<file path="src/rtl/serclk_pkg.sv">
package serclk_pkg;

    localparam int SEL_W_DEF = 3;
    localparam int CNT_W_DEF = 8;

    typedef enum logic [1:0] {
        S_OFF  = 2'd0,
        S_LOW  = 2'd1,
        S_HIGH = 2'd2
    } phase_e;

endpackage

</file>
<file path="src/rtl/serclk_prescale.sv">
module serclk_prescale #(
    parameter int SEL_W = 3
) (
    input  logic             clk,
    input  logic             rst_n,
    input  logic             clear,
    input  logic [SEL_W-1:0] sel,
    output logic             pre_en
);
    localparam int TAP_N = 1 << SEL_W;
    localparam int PRE_W = TAP_N - 2;

    logic [PRE_W-1:0] pcnt;
    logic [TAP_N-1:0] tap;
    logic [SEL_W-1:0] sel_m1;

    always_ff @(posedge clk) begin
        if (!rst_n || clear) pcnt <= '0;
        else                 pcnt <= pcnt + 1'b1;
    end

    // tap[k] fires once every 2^k cycles; top tap unused (select 0 wraps there)
    assign tap[0]       = 1'b1;
    assign tap[TAP_N-1] = 1'b0;
    for (genvar i = 1; i <= PRE_W; i++) begin : g_tap
        assign tap[i] = &pcnt[i-1:0];
    end

    assign sel_m1 = sel - 1'b1;
    assign pre_en = tap[sel_m1];
endmodule

</file>
<file path="src/rtl/serclk_div3.sv">
module serclk_div3 (
    input  logic clk,
    input  logic rst_n,
    input  logic clear,
    input  logic en3,
    input  logic pre_en,
    output logic tick
);
    logic [1:0] ph;

    always_ff @(posedge clk) begin
        if (!rst_n || clear) ph <= 2'd0;
        else if (pre_en)     ph <= (ph == 2'd2) ? 2'd0 : ph + 2'd1;
    end

    assign tick = en3 ? (pre_en && ph == 2'd2) : pre_en;
endmodule

</file>
<file path="src/rtl/serclk_shaper.sv">
module serclk_shaper
    import serclk_pkg::*;
#(
    parameter int SEL_W = 3,
    parameter int CNT_W = 8
) (
    input  logic             clk,
    input  logic             rst_n,
    input  logic [SEL_W-1:0] sel_i,
    input  logic             div3_i,
    input  logic             div_en_i,
    input  logic [CNT_W-1:0] per_i,
    input  logic [CNT_W-1:0] low_i,
    input  logic             tick_i,
    output logic             load_o,
    output logic [SEL_W-1:0] sel_q_o,
    output logic             div3_q_o,
    output logic             off_o,
    output logic             sclk_o,
    output logic             rise_o
);
    phase_e           state, nxt;
    logic [CNT_W-1:0] cnt, cnt_nxt;
    logic [SEL_W-1:0] sel_q;
    logic             div3_q, den_q;
    logic [CNT_W-1:0] per_q, low_q;
    logic [CNT_W-1:0] lo_last, hi_last;
    logic             low_lt, load;

    // last tick index of each phase, from the captured settings
    assign low_lt  = low_q < per_q;
    assign lo_last = !den_q ? '0 : (low_lt ? low_q : per_q);
    assign hi_last = (den_q && low_lt) ? per_q - low_q - 1'b1 : '0;

    always_comb begin
        nxt     = state;
        cnt_nxt = cnt;
        load    = 1'b0;
        unique case (state)
            S_OFF: begin
                load    = 1'b1;
                cnt_nxt = '0;
                if (sel_i != '0) nxt = S_LOW;
            end
            S_LOW: begin
                if (tick_i) begin
                    if (cnt == lo_last) begin
                        nxt     = S_HIGH;
                        cnt_nxt = '0;
                    end else begin
                        cnt_nxt = cnt + 1'b1;
                    end
                end
            end
            S_HIGH: begin
                if (tick_i) begin
                    if (cnt == hi_last) begin
                        load    = 1'b1;
                        cnt_nxt = '0;
                        nxt     = (sel_i != '0) ? S_LOW : S_OFF;
                    end else begin
                        cnt_nxt = cnt + 1'b1;
                    end
                end
            end
            default: nxt = S_OFF;
        endcase
    end

    // state register, phase counter and captured configuration
    always_ff @(posedge clk) begin
        if (!rst_n) begin
            state  <= S_OFF;
            cnt    <= '0;
            sel_q  <= '0;
            div3_q <= 1'b0;
            den_q  <= 1'b0;
            per_q  <= '0;
            low_q  <= '0;
        end else begin
            state <= nxt;
            cnt   <= cnt_nxt;
            if (load) begin
                sel_q  <= sel_i;
                div3_q <= div3_i;
                den_q  <= div_en_i;
                per_q  <= per_i;
                low_q  <= low_i;
            end
        end
    end

    // registered outputs
    always_ff @(posedge clk) begin
        if (!rst_n) begin
            sclk_o <= 1'b0;
            rise_o <= 1'b0;
        end else begin
            sclk_o <= (nxt == S_HIGH);
            rise_o <= (state == S_LOW) && (nxt == S_HIGH);
        end
    end

    assign load_o   = load;
    assign sel_q_o  = sel_q;
    assign div3_q_o = div3_q;
    assign off_o    = (state == S_OFF);
endmodule

</file>
<file path="src/rtl/serclk_gen.sv">
module serclk_gen
    import serclk_pkg::*;
#(
    parameter int SEL_W = SEL_W_DEF,
    parameter int CNT_W = CNT_W_DEF
) (
    input  logic             clk,
    input  logic             rst_n,
    input  logic [SEL_W-1:0] src_sel,
    input  logic             div3_en,
    input  logic             div_en,
    input  logic [CNT_W-1:0] period_m1,
    input  logic [CNT_W-1:0] low_m1,
    output logic             sclk,
    output logic             sclk_rise
);
    logic             restart;
    logic [SEL_W-1:0] sel_act;
    logic             div3_act;
    logic             pre_en;
    logic             base_tick;
    logic             phase_off;

    serclk_prescale #(.SEL_W(SEL_W)) u_pre (
        .clk    (clk),
        .rst_n  (rst_n),
        .clear  (restart),
        .sel    (sel_act),
        .pre_en (pre_en)
    );

    serclk_div3 u_div3 (
        .clk    (clk),
        .rst_n  (rst_n),
        .clear  (restart),
        .en3    (div3_act),
        .pre_en (pre_en),
        .tick   (base_tick)
    );

    serclk_shaper #(.SEL_W(SEL_W), .CNT_W(CNT_W)) u_shape (
        .clk      (clk),
        .rst_n    (rst_n),
        .sel_i    (src_sel),
        .div3_i   (div3_en),
        .div_en_i (div_en),
        .per_i    (period_m1),
        .low_i    (low_m1),
        .tick_i   (base_tick),
        .load_o   (restart),
        .sel_q_o  (sel_act),
        .div3_q_o (div3_act),
        .off_o    (phase_off),
        .sclk_o   (sclk),
        .rise_o   (sclk_rise)
    );
endmodule

</file>
<file path="config.mk">
export PLATFORM = sky130hd
export DESIGN_NAME = serclk_gen
export DESIGN_NICKNAME = d
export VERILOG_FILES = /design/src/rtl/serclk_pkg.sv /design/src/rtl/serclk_prescale.sv /design/src/rtl/serclk_div3.sv /design/src/rtl/serclk_shaper.sv /design/src/rtl/serclk_gen.sv
export SDC_FILE = /design/constraint.sdc
export NUM_CORES = 1
export LEC_CHECK = 0
export BUFFER_PORTS_ARGS = -buffer_cell sky130_fd_sc_hd__buf_4
export CORE_MARGIN = 5
export CORE_UTILIZATION = 55
export DETAILED_ROUTE_END_ITERATION = 16
export PLACE_DENSITY = 0.88
export SYNTH_ARGS = -nofsm -noshare
export SYNTH_HDL_FRONTEND = slang
export SYNTH_SLANG_ARGS = --single-unit
</file>
<file path="constraint.sdc">
create_clock -name clk -period 3 [get_ports clk]
set_input_delay 0.3 -clock clk [delete_from_list [all_inputs] [get_ports clk]]
set_output_delay 0.3 -clock clk [all_outputs]
set_load 0.02 [all_outputs]
</file>
# ---- Yosys cells after proc, flatten, opt, wreduce, memory -nomap -nowiden
# Cells that the tools add are included.
dict set report classes {
  addsub 6
  magnitude_cmp 2
  eq_ne 8
  muxes 22
  reduce_logical 14
}
# operator count
set op_table {}
lappend op_table {{$mux W8} 7}
lappend op_table {{$pmux W8 S3} 1}
lappend op_table {{$eq A8 B8 Y1} 2}
lappend op_table {{$mux W2} 6}
lappend op_table {{$add A8 B1 Y8 const B} 1}
lappend op_table {{$lt A8 B8 Y1} 1}
lappend op_table {{$sub A8 B1 Y8 const B} 1}
lappend op_table {{$sub A8 B8 Y8} 1}
lappend op_table {{$add A6 B1 Y6 const B} 1}
lappend op_table {{$eq A2 B2 Y1 const B} 3}
lappend op_table {{$pmux W2 S3} 1}
lappend op_table {{$reduce_and A3 Y1} 2}
lappend op_table {{$reduce_and A6 Y1} 1}
lappend op_table {{$reduce_bool A3 Y1} 2}
lappend op_table {{$mux W1} 5}
lappend op_table {{$reduce_and A5 Y1} 1}
lappend op_table {{$lt A3 B4 Y1 const B} 1}
lappend op_table {{$ne A2 B2 Y1 const B} 2}
lappend op_table {{$reduce_and A4 Y1} 1}
lappend op_table {{$bmux W1 S3} 1}
lappend op_table {{$logic_and A1 B1 Y1} 3}
lappend op_table {{$sub A3 B1 Y3 const B} 1}
lappend op_table {{$add A2 B1 Y2 const B} 1}
lappend op_table {{$eq A2 B1 Y1 const B} 1}
lappend op_table {{other kinds (5)} 5}
dict set report totals {
  regBits 41
  inputBits 23
  wordCells 63
}

# ---- Depth between registers and ports, before layout
# Gate-level depths: netlist (run 1).
dict set report depth {
  word_depth 9
  depth_mapped 14
}

# ---- Cells and area by module
# A second synthesis (run 1) with hierarchy kept.
dict set report hier_totals {
  cells_unflattened 403
  hier_area_um2 3216.8
}
# mod instances cells_per_inst area_per_inst_um2 seq_area_each_um2
set by_module_without_submodules {}
lappend by_module_without_submodules {serclk_shaper 1 357 2798.9 660.6}
lappend by_module_without_submodules {serclk_prescale 1 35 315.3 120.1}
lappend by_module_without_submodules {serclk_div3 1 11 102.6 40.0}

# ---- Worst setup path before layout (run 1)
# OpenSTA, ideal clock, no wires.
dict set report synth_timing {
  path_kind {reg-to-reg}
  start {reg u_shape.low_q[0]}
  end {reg u_shape.rise_o}
  setup_time_ns 0.116
  arrival_ns 3.056
  slack_ns -0.171
  stages_incl_launch_ff 14
  path_buffers 0
  path_cell_list {dfxtp_1 > inv_1 > ha_1 > inv_1 > fa_1 > and2b_1 > o21a_1 > o211ai_1 > or4_1 > o311a_1 > or4_1 > o21ai_1 > a32oi_1 > and3_1}
}
dict set report synth_via {
  elab_chain_len 9
  elab_cells_between_ends 16
  classes_between {add/sub: 2; order compare: 1; eq/ne: 3; mux: 8; reduce/logical: 2}
}
# item line_no
set synth_lines {}
lappend synth_lines {{start: declaration} serclk_shaper.sv:26} ;# logic [CNT_W-1:0] per_q, low_q;
lappend synth_lines {{start signal: assignment} serclk_shaper.sv:88} ;# low_q <= low_i;
lappend synth_lines {{$sub A8 B8 Y8 or $lt A8 B8 Y1 (tied branches)} {serclk_shaper.sv:33, serclk_shaper.sv:31}}
lappend synth_lines {{$sub A8 B1 Y8 (tied with other cells)} serclk_shaper.sv:33} ;# assign hi_last = (den_q && low_lt) ? per_q - low_q - 1'b1 : '0;
lappend synth_lines {{$mux W8 (on tied branches)} {serclk_shaper.sv:33, serclk_shaper.sv:32}}
lappend synth_lines {{$eq A8 B8 Y1 (on tied branches)} {serclk_shaper.sv:57, serclk_shaper.sv:47}}
lappend synth_lines {{$mux W2 (on tied branches)} {serclk_shaper.sv:57, serclk_shaper.sv:47}}
lappend synth_lines {{$mux W2 (on tied branches)} {serclk_shaper.sv:56, serclk_shaper.sv:46}}
lappend synth_lines {{$pmux W2 S3 (*)} serclk_shaper.sv:39} ;# unique case (state)
lappend synth_lines {{$eq A2 B2 Y1 (*)} serclk_shaper.sv:100} ;# rise_o <= (state == S_LOW) && (nxt == S_HIGH);
lappend synth_lines {{$logic_and A1 B1 Y1 (*)} serclk_shaper.sv:100}
lappend synth_lines {{end signal: assignment} serclk_shaper.sv:100}
lappend synth_lines {{end: declaration} serclk_shaper.sv:20} ;# output logic rise_o
# Every way passes the cells marked *; elsewhere a longest branch is shown, timed or not.
# A chain may end at the register's enable or synchronous reset.

# ---- Worst setup path in the final report (run 1)
dict set report layout_timing {
  start {reg u_shape.low_q[6]}
  end {reg u_shape.per_q[0]}
}
dict set report layout_via {
  elab_chain_len 7
  elab_cells_between_ends 9
  classes_between {add/sub: 2; order compare: 1; eq/ne: 1; mux: 4; reduce/logical: 1}
}
# item line_no
set layout_lines {}
lappend layout_lines {{$sub A8 B8 Y8 or $lt A8 B8 Y1 (tied branches)} {serclk_shaper.sv:33, serclk_shaper.sv:31}}
lappend layout_lines {{$sub A8 B1 Y8 or $logic_and A1 B1 Y1 (tied branches)} serclk_shaper.sv:33}
lappend layout_lines {{$mux W8 (*)} serclk_shaper.sv:33}
lappend layout_lines {{$eq A8 B8 Y1 (*)} serclk_shaper.sv:57} ;# if (cnt == hi_last) begin
lappend layout_lines {{$mux W1 (*)} serclk_shaper.sv:57}
lappend layout_lines {{$mux W1 (*)} serclk_shaper.sv:56} ;# if (tick_i) begin
lappend layout_lines {{$pmux W1 S2 (*)} serclk_shaper.sv:39}
lappend layout_lines {{end signal: assignment} serclk_shaper.sv:87} ;# per_q <= per_i;
lappend layout_lines {{end: declaration} serclk_shaper.sv:26}
# Marked as above.

==> run_results.csv, run 1 <==
group,metric,value,unit
global_route,grt_max_degree,58,
synthesis,synth_top_family_by_area,"compound AO/OA/AOI/OAI gates",
synthesis,synth_adder_area_share,10.4,%
worst_setup_path,cp.required,3200,ps
synthesis,synth_seq_cells,41,
finish,seqCellArea,825,µm²
finish,finalNetCount,506,
finish,fillers,385,
synthesis,ys_warn_count,0,
drt,vias,3325,
global_route,grt_pass1_wl,14.6,mm
synthesis,ys.flop_type,"dfxtp_1",
drt,ant_nets,0,
placed_design,port-buffer-count,24,
synthesis,post-synth-top-count-cell,"nand2_1",
die,ios,25,
synthesis,synthMuxAreaShare,0.973,%
global_route,grt_overflow,0,
finish,multi_input_area,2190,µm²
worst_setup_path,criticalPathCategory,"register to register",
timing,drv_slew,0,
global_route,grt_pass1_vias,3084,
drt,drtPass1Iterations,6,
synthesis,synth-edff-count,0,
synthesis,yosysSeqAreaShare,26.6,%
synthesis,synthTopCellsByArea,"dfxtp_1 (27%), ha_1 (9.7%), nand2_1 (5.5%)",
synthesis,synth-compound-area-share,25.3,%
worst_setup_path,end_kind,"register",
clock_network,cts_sinks,41,
synthesis,ys_types,64,
die,rows,27,
timing,finalSetupViolCount,39,
timing,rsz0062_at_grt,"true",
synthesis,synthCells,389,
job,drv_cap,0,
clock_network,cts_tree,"built",
die,die_height,84.9,µm
clock_network,path_clk_slew,80,ps
finish,area_growth,30.3,%
drt,drt_iter0_drc,232,
worst_setup_path,critPathMaxFanout,18,
drt,drt-total-wl,9.37,mm
clock_network,clk_path_buf_depth,2,
synthesis,netlist_area,3090,µm²
timing,hold_violations,0,
synthesis,synth_top_cell_area_share,26.6,%
die,fp.dieArea,7210,µm²
die,die_x,84.9,µm
placed_design,post_dp_cell_area,3660,µm²
synthesis,synth_fp_nets,437,
power,cellPowerDensity,941,nW/µm²
timing,worst_pin_slew,816,ps
run_status,violations,"negative setup slack",
hold_path,min_path_type,"primary input to register",
power,p_total,3.78,mW
finish,drive_above_1_share,33.8,%
clock_network,cts-htree-levels,2,
global_route,track_usage,24.7,%
finish,fin_area,4020,µm²
synthesis,async_reset_ff_share,0,%
synthesis,synth_commonest_cells,"nand2_1 (45), dfxtp_1 (41), inv_1 (27)",
clock_network,cts_root_buffer,"clkbuf_8",
worst_setup_path,cp-start-kind,"register",
timing,post-route-period-util,106,%
drt,avgRoutedWirePerCell,17.6,µm
timing,slew_headroom,45.6,%
die,coreArea,5470,µm²
clock_network,clock_latency,310,ps
power,total_leakage_power,1.67,nW
placed_design,dp.cells,514,
synthesis,syn_avg_cell_area,7.93,µm²
timing,fin_crit,3190,ps
timing,setup_ws,-188,ps
placed_design,dp.final_hpwl,6.42,mm
timing,finClkSkew,8.92,ps
placed_design,place_congestion,1.03,
worst_setup_path,crit_arrival,3380,ps
synthesis,synth.largest_area_cell,"dfxtp_1",
power,peakVddDrop,0.512,mV
global_route,antenna_found_initial,0,
drt,drc_errors,0,
finish,antenna_cells,0,
synthesis,synth-xor-area-share,3.69,%
timing,max_freq,0.314,GHz
clock_network,cts_hold_buf,0,
finish,instances_no_fill,531,
synthesis,synth-simple-area-share,24.9,%
die,start_util,56.4,%
run_status,status,"finished with violations",
drt,via_per_inst,6.26,
clock_network,numCtsBuffers,5,
-- sequential cells by signal (all words and copies together), names as in the netlist --
signal	count
u_pre.pcnt	6
u_shape.cnt	8
u_shape.per_q	8
u_shape.low_q	8
u_shape.sclk_o	1
u_shape.den_q	1
u_shape.div3_q_o	1
u_shape.state	2
u_shape.sel_q_o	3
u_shape.rise_o	1
u_div3.ph	2
-- timing repair --
action,CTS,global route
cloned,1,1
pin swaps,2,10
setup buffers,4,3
endpoints found under the setup margin,39,41
hold endpoints to repair,0,0
resized for setup,16,26
-- cell families after synthesis --
kind of cell,after synthesis
AOI/OAI and AO/OA,113
xor gates and xnor gates,13
adders and majority gates,25
buffers and inverters,53
DFF,41
muxes,3
and+or+nand+nor,141
-- per-stage QoR --
step / utilization, % / TNS (ps) / hold slack, ps / worst slack (ps)
global placement: 66.8 / -3660 / 446 / -159
floorplan: - / 0 / 429 / 9.20
CTS: 70.5 / -881 / 230 / -137
global route: 73.5 / -8590 / 229 / -272
detailed placement: 66.8 / -5520 / 454 / -267
finish: 73.5 / -4590 / 230 / -188
-- routing by layer --
layer	part of all wire, %	vias to the layer above	track usage, %	routed length, µm
met2	48	164	41.2	4480
met1	41	1568	30.8	3800
met5	0	-	0	0
li1	-	1552	-	-
met4	4.5	0	10.2	425
met3	7.1	41	5.34	664
-- final timing paths --
path	from	endpoint	slack, ps	cells past startpoint
setup reg to reg	u_shape.low_q[6]	u_shape.per_q[0]	-190	14
hold reg to reg	u_shape.low_q[0]	u_shape.low_q[0]	460	2
setup / recovery	u_shape.low_q[6]	u_shape.per_q[0]	-190	14
hold / removal	period_m1[7]	u_shape.per_q[7]	230	3
-- worst max-delay path: stages, from the launching register on --
cell and delay [ps]:
dfxtp_1 350, inv_1 70, ha_2 410, buf_4 170
nor3b_2 50, a311oi_2 250, o211ai_1 160, or4_1 430
o311a_1 180, nor4_4 220, buf_4 180, a31oi_4 190
buf_12 230, nand3_1 90, o21ai_1 80
-- power by group --
| part | internal [mW] | leakage [nW] | switching (mW) |
|---|---|---|---|
| sequential | 0.650 | 0.337 | 0.0976 |
| clock | 0.213 | 0.0549 | 0.214 |
| combinational | 1.23 | 1.27 | 1.38 |
| total | 2.09 | 1.67 | 1.69 |
-- final cells by class --
type | instances | share of cell area [%]
Clock buffer | 7 | 2.40
Clock inverter | 1 | 0.218
Inverter | 27 | 2.52
Multi-Input combinational cell | 295 | 54.5
Sequential cell | 41 | 20.5
Tap cell | 72 | 2.24
Timing Repair Buffer | 88 | 17.6
-- cell usage in the layout (no fill, tap or decap), types with 4 or more instances in the layout --
cell	netlist	layout
a211oi_1	4	4
buf_4	2	81
and3_1	10	7
nor3b_1	6	6
nand4_1	7	7
xnor2_1	5	4
o21ai_2	7	10
ha_1	24	18
xor2_1	8	8
a21o_1	7	7
nand3_1	24	20
inv_1	27	24
nand2_1	45	44
nor3_1	8	8
o21ai_0	12	11
o22ai_1	11	11
buf_6	5	5
o211ai_1	8	8
o311ai_0	4	4
clkbuf_8	0	7
o21ai_1	16	14
dfxtp_1	41	38
ha_4	0	4
nor2_1	12	10
nand3_2	5	9
a21oi_1	18	16
No activity file was read; power rests on OpenSTA's default activity.
==> run 2: changes to the inputs <==
--- a/config.mk
+++ b/config.mk
@@ -5,11 +5,12 @@
 export SDC_FILE = /design/constraint.sdc
 export NUM_CORES = 1
 export LEC_CHECK = 0
+export ABC_AREA = 1
 export BUFFER_PORTS_ARGS = -buffer_cell sky130_fd_sc_hd__buf_4
 export CORE_MARGIN = 5
-export CORE_UTILIZATION = 55
+export CORE_UTILIZATION = 54
 export DETAILED_ROUTE_END_ITERATION = 16
-export PLACE_DENSITY = 0.88
+export PLACE_DENSITY = 0.87
 export SYNTH_ARGS = -nofsm -noshare
 export SYNTH_HDL_FRONTEND = slang
 export SYNTH_SLANG_ARGS = --single-unit
==> run 2 against run 1 <==
  * The flow now finishes without violations
  * Wire length is 28% lower
  * Utilization shrank 11 points
  * Worst setup slack gained 450 ps
  * Largest cell class unchanged
  * Largest power group unchanged
  * Highest routed layer unchanged
==> run_results.csv, run 2 <==
group,metric,value,unit
clock_network,clock_latency,310,ps
synthesis,synth-edff-count,0,
worst_setup_path,cp.required,3250,ps
global_route,antenna_found_initial,0,
clock_network,cts_tree,"built",
finish,final_common_cell,"nand2_1",
worst_setup_path,max_stage_delay,380,ps
worst_setup_path,crit_arrival,2980,ps
finish,area_growth,11.3,%
clock_network,cts_setup_buffers,0,
drt,ant_nets,0,
finish,instances_no_fill,538,
worst_setup_path,r2r_start,"u_shape.low_q[3]",
worst_setup_path,crit_family,"simple AND/OR/NAND/NOR gates",
clock_network,cts_root_buffer,"clkbuf_8",
worst_setup_path,crit_chain,"inv_1, ha_1, nand2_1, inv_2, nand2_1, nand2_1, nand2_4, nand3_4, inv_1, nand3_1, nand2_1, nand2_1, nor2_2, nand4_1, nand2_2, buf_4, o21ai_0, nor2_1",
synthesis,synthCells,443,
drt,drt_iter0_drc,187,
drt,avgRoutedWirePerCell,12.6,µm
worst_setup_path,cp-start-kind,"register",
synthesis,syn_avg_cell_area,6.49,µm²
synthesis,synthTopCellsByArea,"dfxtp_1 (29%), nand2_1 (14%), ha_1 (10%)",
clock_network,clk_path_buf_depth,2,
die,die_x,83.0,µm
synthesis,synth_top_cell_area_share,28.6,%
placed_design,dp.cells,530,
hold_path,min_path_type,"primary input to register",
worst_setup_path,rr_endpoint,"u_shape.sel_q_o[1]",
global_route,grt_max_degree,25,
synthesis,synth.largest_area_cell,"dfxtp_1",
worst_setup_path,criticalPathCategory,"register to register",
synthesis,synth_fp_nets,491,
die,die_height,83.0,µm
power,peakVddDrop,0.316,mV
finish,top_regs,"u_shape.cnt (8), u_shape.low_q (8), u_shape.per_q (8)",
drt,drt-total-wl,6.77,mm
timing,finalSetupViolCount,0,
die,rows,26,
synthesis,async_reset_ff_share,0,%
finish,antenna_cells,0,
die,start_util,55.9,%
timing,finalSetupTns,0,ps
synthesis,ys.flop_type,"dfxtp_1",
run_status,status,"finished clean",
worst_setup_path,r2r_setup_slack,270,ps
placed_design,post_dp_cell_area,3090,µm²
placed_design,dp.final_hpwl,5.23,mm
die,fp.dieArea,6880,µm²
timing,finClkSkew,12.5,ps
synthesis,ys_warn_count,0,
power,cellPowerDensity,535,nW/µm²
timing,post-route-period-util,91.2,%
timing,hold_slack,208,ps
worst_setup_path,crit_buf_inv,4,
die,coreArea,5140,µm²
placed_design,place_congestion,0.948,
synthesis,synth_seq_cells,41,
global_route,grt_overflow,0,
worst_setup_path,critPathSlowestCell,"dfxtp_1",
timing,fin_crit,2730,ps
job,drv_cap,0,
finish,finish.utilization,62.2,%
synthesis,post-synth-top-count-cell,"nand2_1",
clock_network,numCtsBuffers,5,
clock_network,path_clk_slew,90,ps
clock_network,cts_sinks,41,
placed_design,port-buffer-count,24,
drt,via_per_inst,5.23,
finish,final_cell_mix,"nand2_1 (105), nor2_1 (64), inv_1 (61)",
synthesis,ys_types,30,
timing,slew_headroom,76.0,%
timing,rsz0062_at_grt,"false",
drt,vias,2812,
power,total_leakage_power,1.58,nW
worst_setup_path,r2r_cells,18,
synthesis,yosysSeqAreaShare,28.6,%
timing,hold_violations,0,
drt,drtPass1Iterations,7,
hold_path,whs_path_depth,3,
synthesis,synth_commonest_cells,"nand2_1 (105), nor2_1 (64), inv_1 (61)",
die,ios,25,
synthesis,netlist_area,2870,µm²
hold_path,holdPathEnd,"u_shape.per_q[5]",
worst_setup_path,critPathMaxFanout,21,
timing,worst_pin_slew,357,ps
worst_setup_path,critical_path.most_common_cell,"nand2_1",
hold_path,hp-start,"period_m1[5]",
global_route,track_usage,20.3,%
finish,fin_area,3200,µm²
worst_setup_path,end_kind,"register",
global_route,grt_pass1_wl,11.7,mm
timing,max_freq,0.366,GHz
timing,drv_slew,0,
finish,drive_above_1_share,10.7,%
global_route,grt_pass1_vias,2687,
drt,drc_errors,0,
clock_network,cts_hold_buf,0,
finish,finalNetCount,515,
clock_network,cts-htree-levels,2,
==> run 2: cell types whose count changed after synthesis, moves of 7 or more <==
| cell | change |
|---|---|
| a21o_1 | -7 |
| and3_1 | -10 |
| clkbuf_1 | -7 |
| inv_1 | +34 |
| nand2_1 | +60 |
| nand3_1 | +10 |
| nand4_1 | +9 |
| nor2_1 | +52 |
| o211ai_1 | -7 |
| o21ai_0 | +7 |
| o21ai_2 | -7 |
| o22ai_1 | -11 |
==> run 2: cell type report <==
cell class              count  area (µm²)
flip-flops and latches     41         821
clock buffers               5        68.8
clock inverters             3        25.0
repair buffers             28         210
multi-input cells         327        1740
inverters                  64         243
well taps                  70        87.6
fillers                   504        1940
==> run 2: where the power goes <==
part,switching (mW),total [mW],internal (mW)
Sequential,0.0381,0.624,0.586
Combinational,0.463,0.704,0.242
Clock,0.215,0.383,0.168
Total,0.716,1.71,0.995
==> run 2: kinds of logic (layout without fill, tap and decap cells) <==
group,count (synthesis),count (layout),share of synthesized area [%]
and+or+nand+nor,243,243,36.9
DFF,41,41,28.6
adders and majority gates,25,25,11.1
AOI/OAI and AO/OA,49,49,9.14
xor gates and xnor gates,10,10,3.05
buffers and inverters,75,100,11.2
==> run 2: worst max-delay path by stage <==
| stage | start | endpoint | slack (ps) | cells after the start |
|---|---|---|---|---|
| finish | u_shape.low_q[3] | u_shape.sel_q_o[1] | 270 | 18 |
| global route | u_shape.low_q[3] | u_shape.sel_q_o[2] | 2 | 18 |
| CTS | u_shape.low_q[3] | u_div3.ph[0] | 90 | 19 |
| detailed placement | u_shape.low_q[3] | u_div3.ph[0] | 130 | 19 |
| global placement | u_shape.low_q[3] | u_div3.ph[0] | 280 | 19 |
| floorplan | u_shape.low_q[0] | u_shape.sel_q_o[1] | 720 | 18 |
==> run 2: per-stage QoR <==
| stage | power (mW) | setup WS, ps |
|---|---|---|
| CTS | 1.70 | 86.5 |
| detailed placement | 1.32 | 128 |
| finish | 1.71 | 265 |
| global placement | 1.30 | 282 |
| global route | 1.84 | 1.81 |
| floorplan | 1.17 | 722 |
==> run 2: what timing repair did <==
| item | in CTS | in global routing |
|---|---|---|
| hold endpoints to repair | 0 | 0 |
| resized for setup | 0 | 4 |
| setup endpoints to repair | 0 | 39 |
==> run 2: tightest hold or removal path, cell delays in order <==
cell	delay (ps)
buf_4	70
nor2_1	30
nor2_1	80
==> run 2: routing by layer <==
layer / vias up / track usage [%] / share of wire [%]
met5: - / 0 / 0
met4: 0 / 9.51 / 2.7
met3: 18 / 4.55 / 4.5
met2: 65 / 34.5 / 49
met1: 1273 / 24.0 / 44
li1: 1456 / - / -
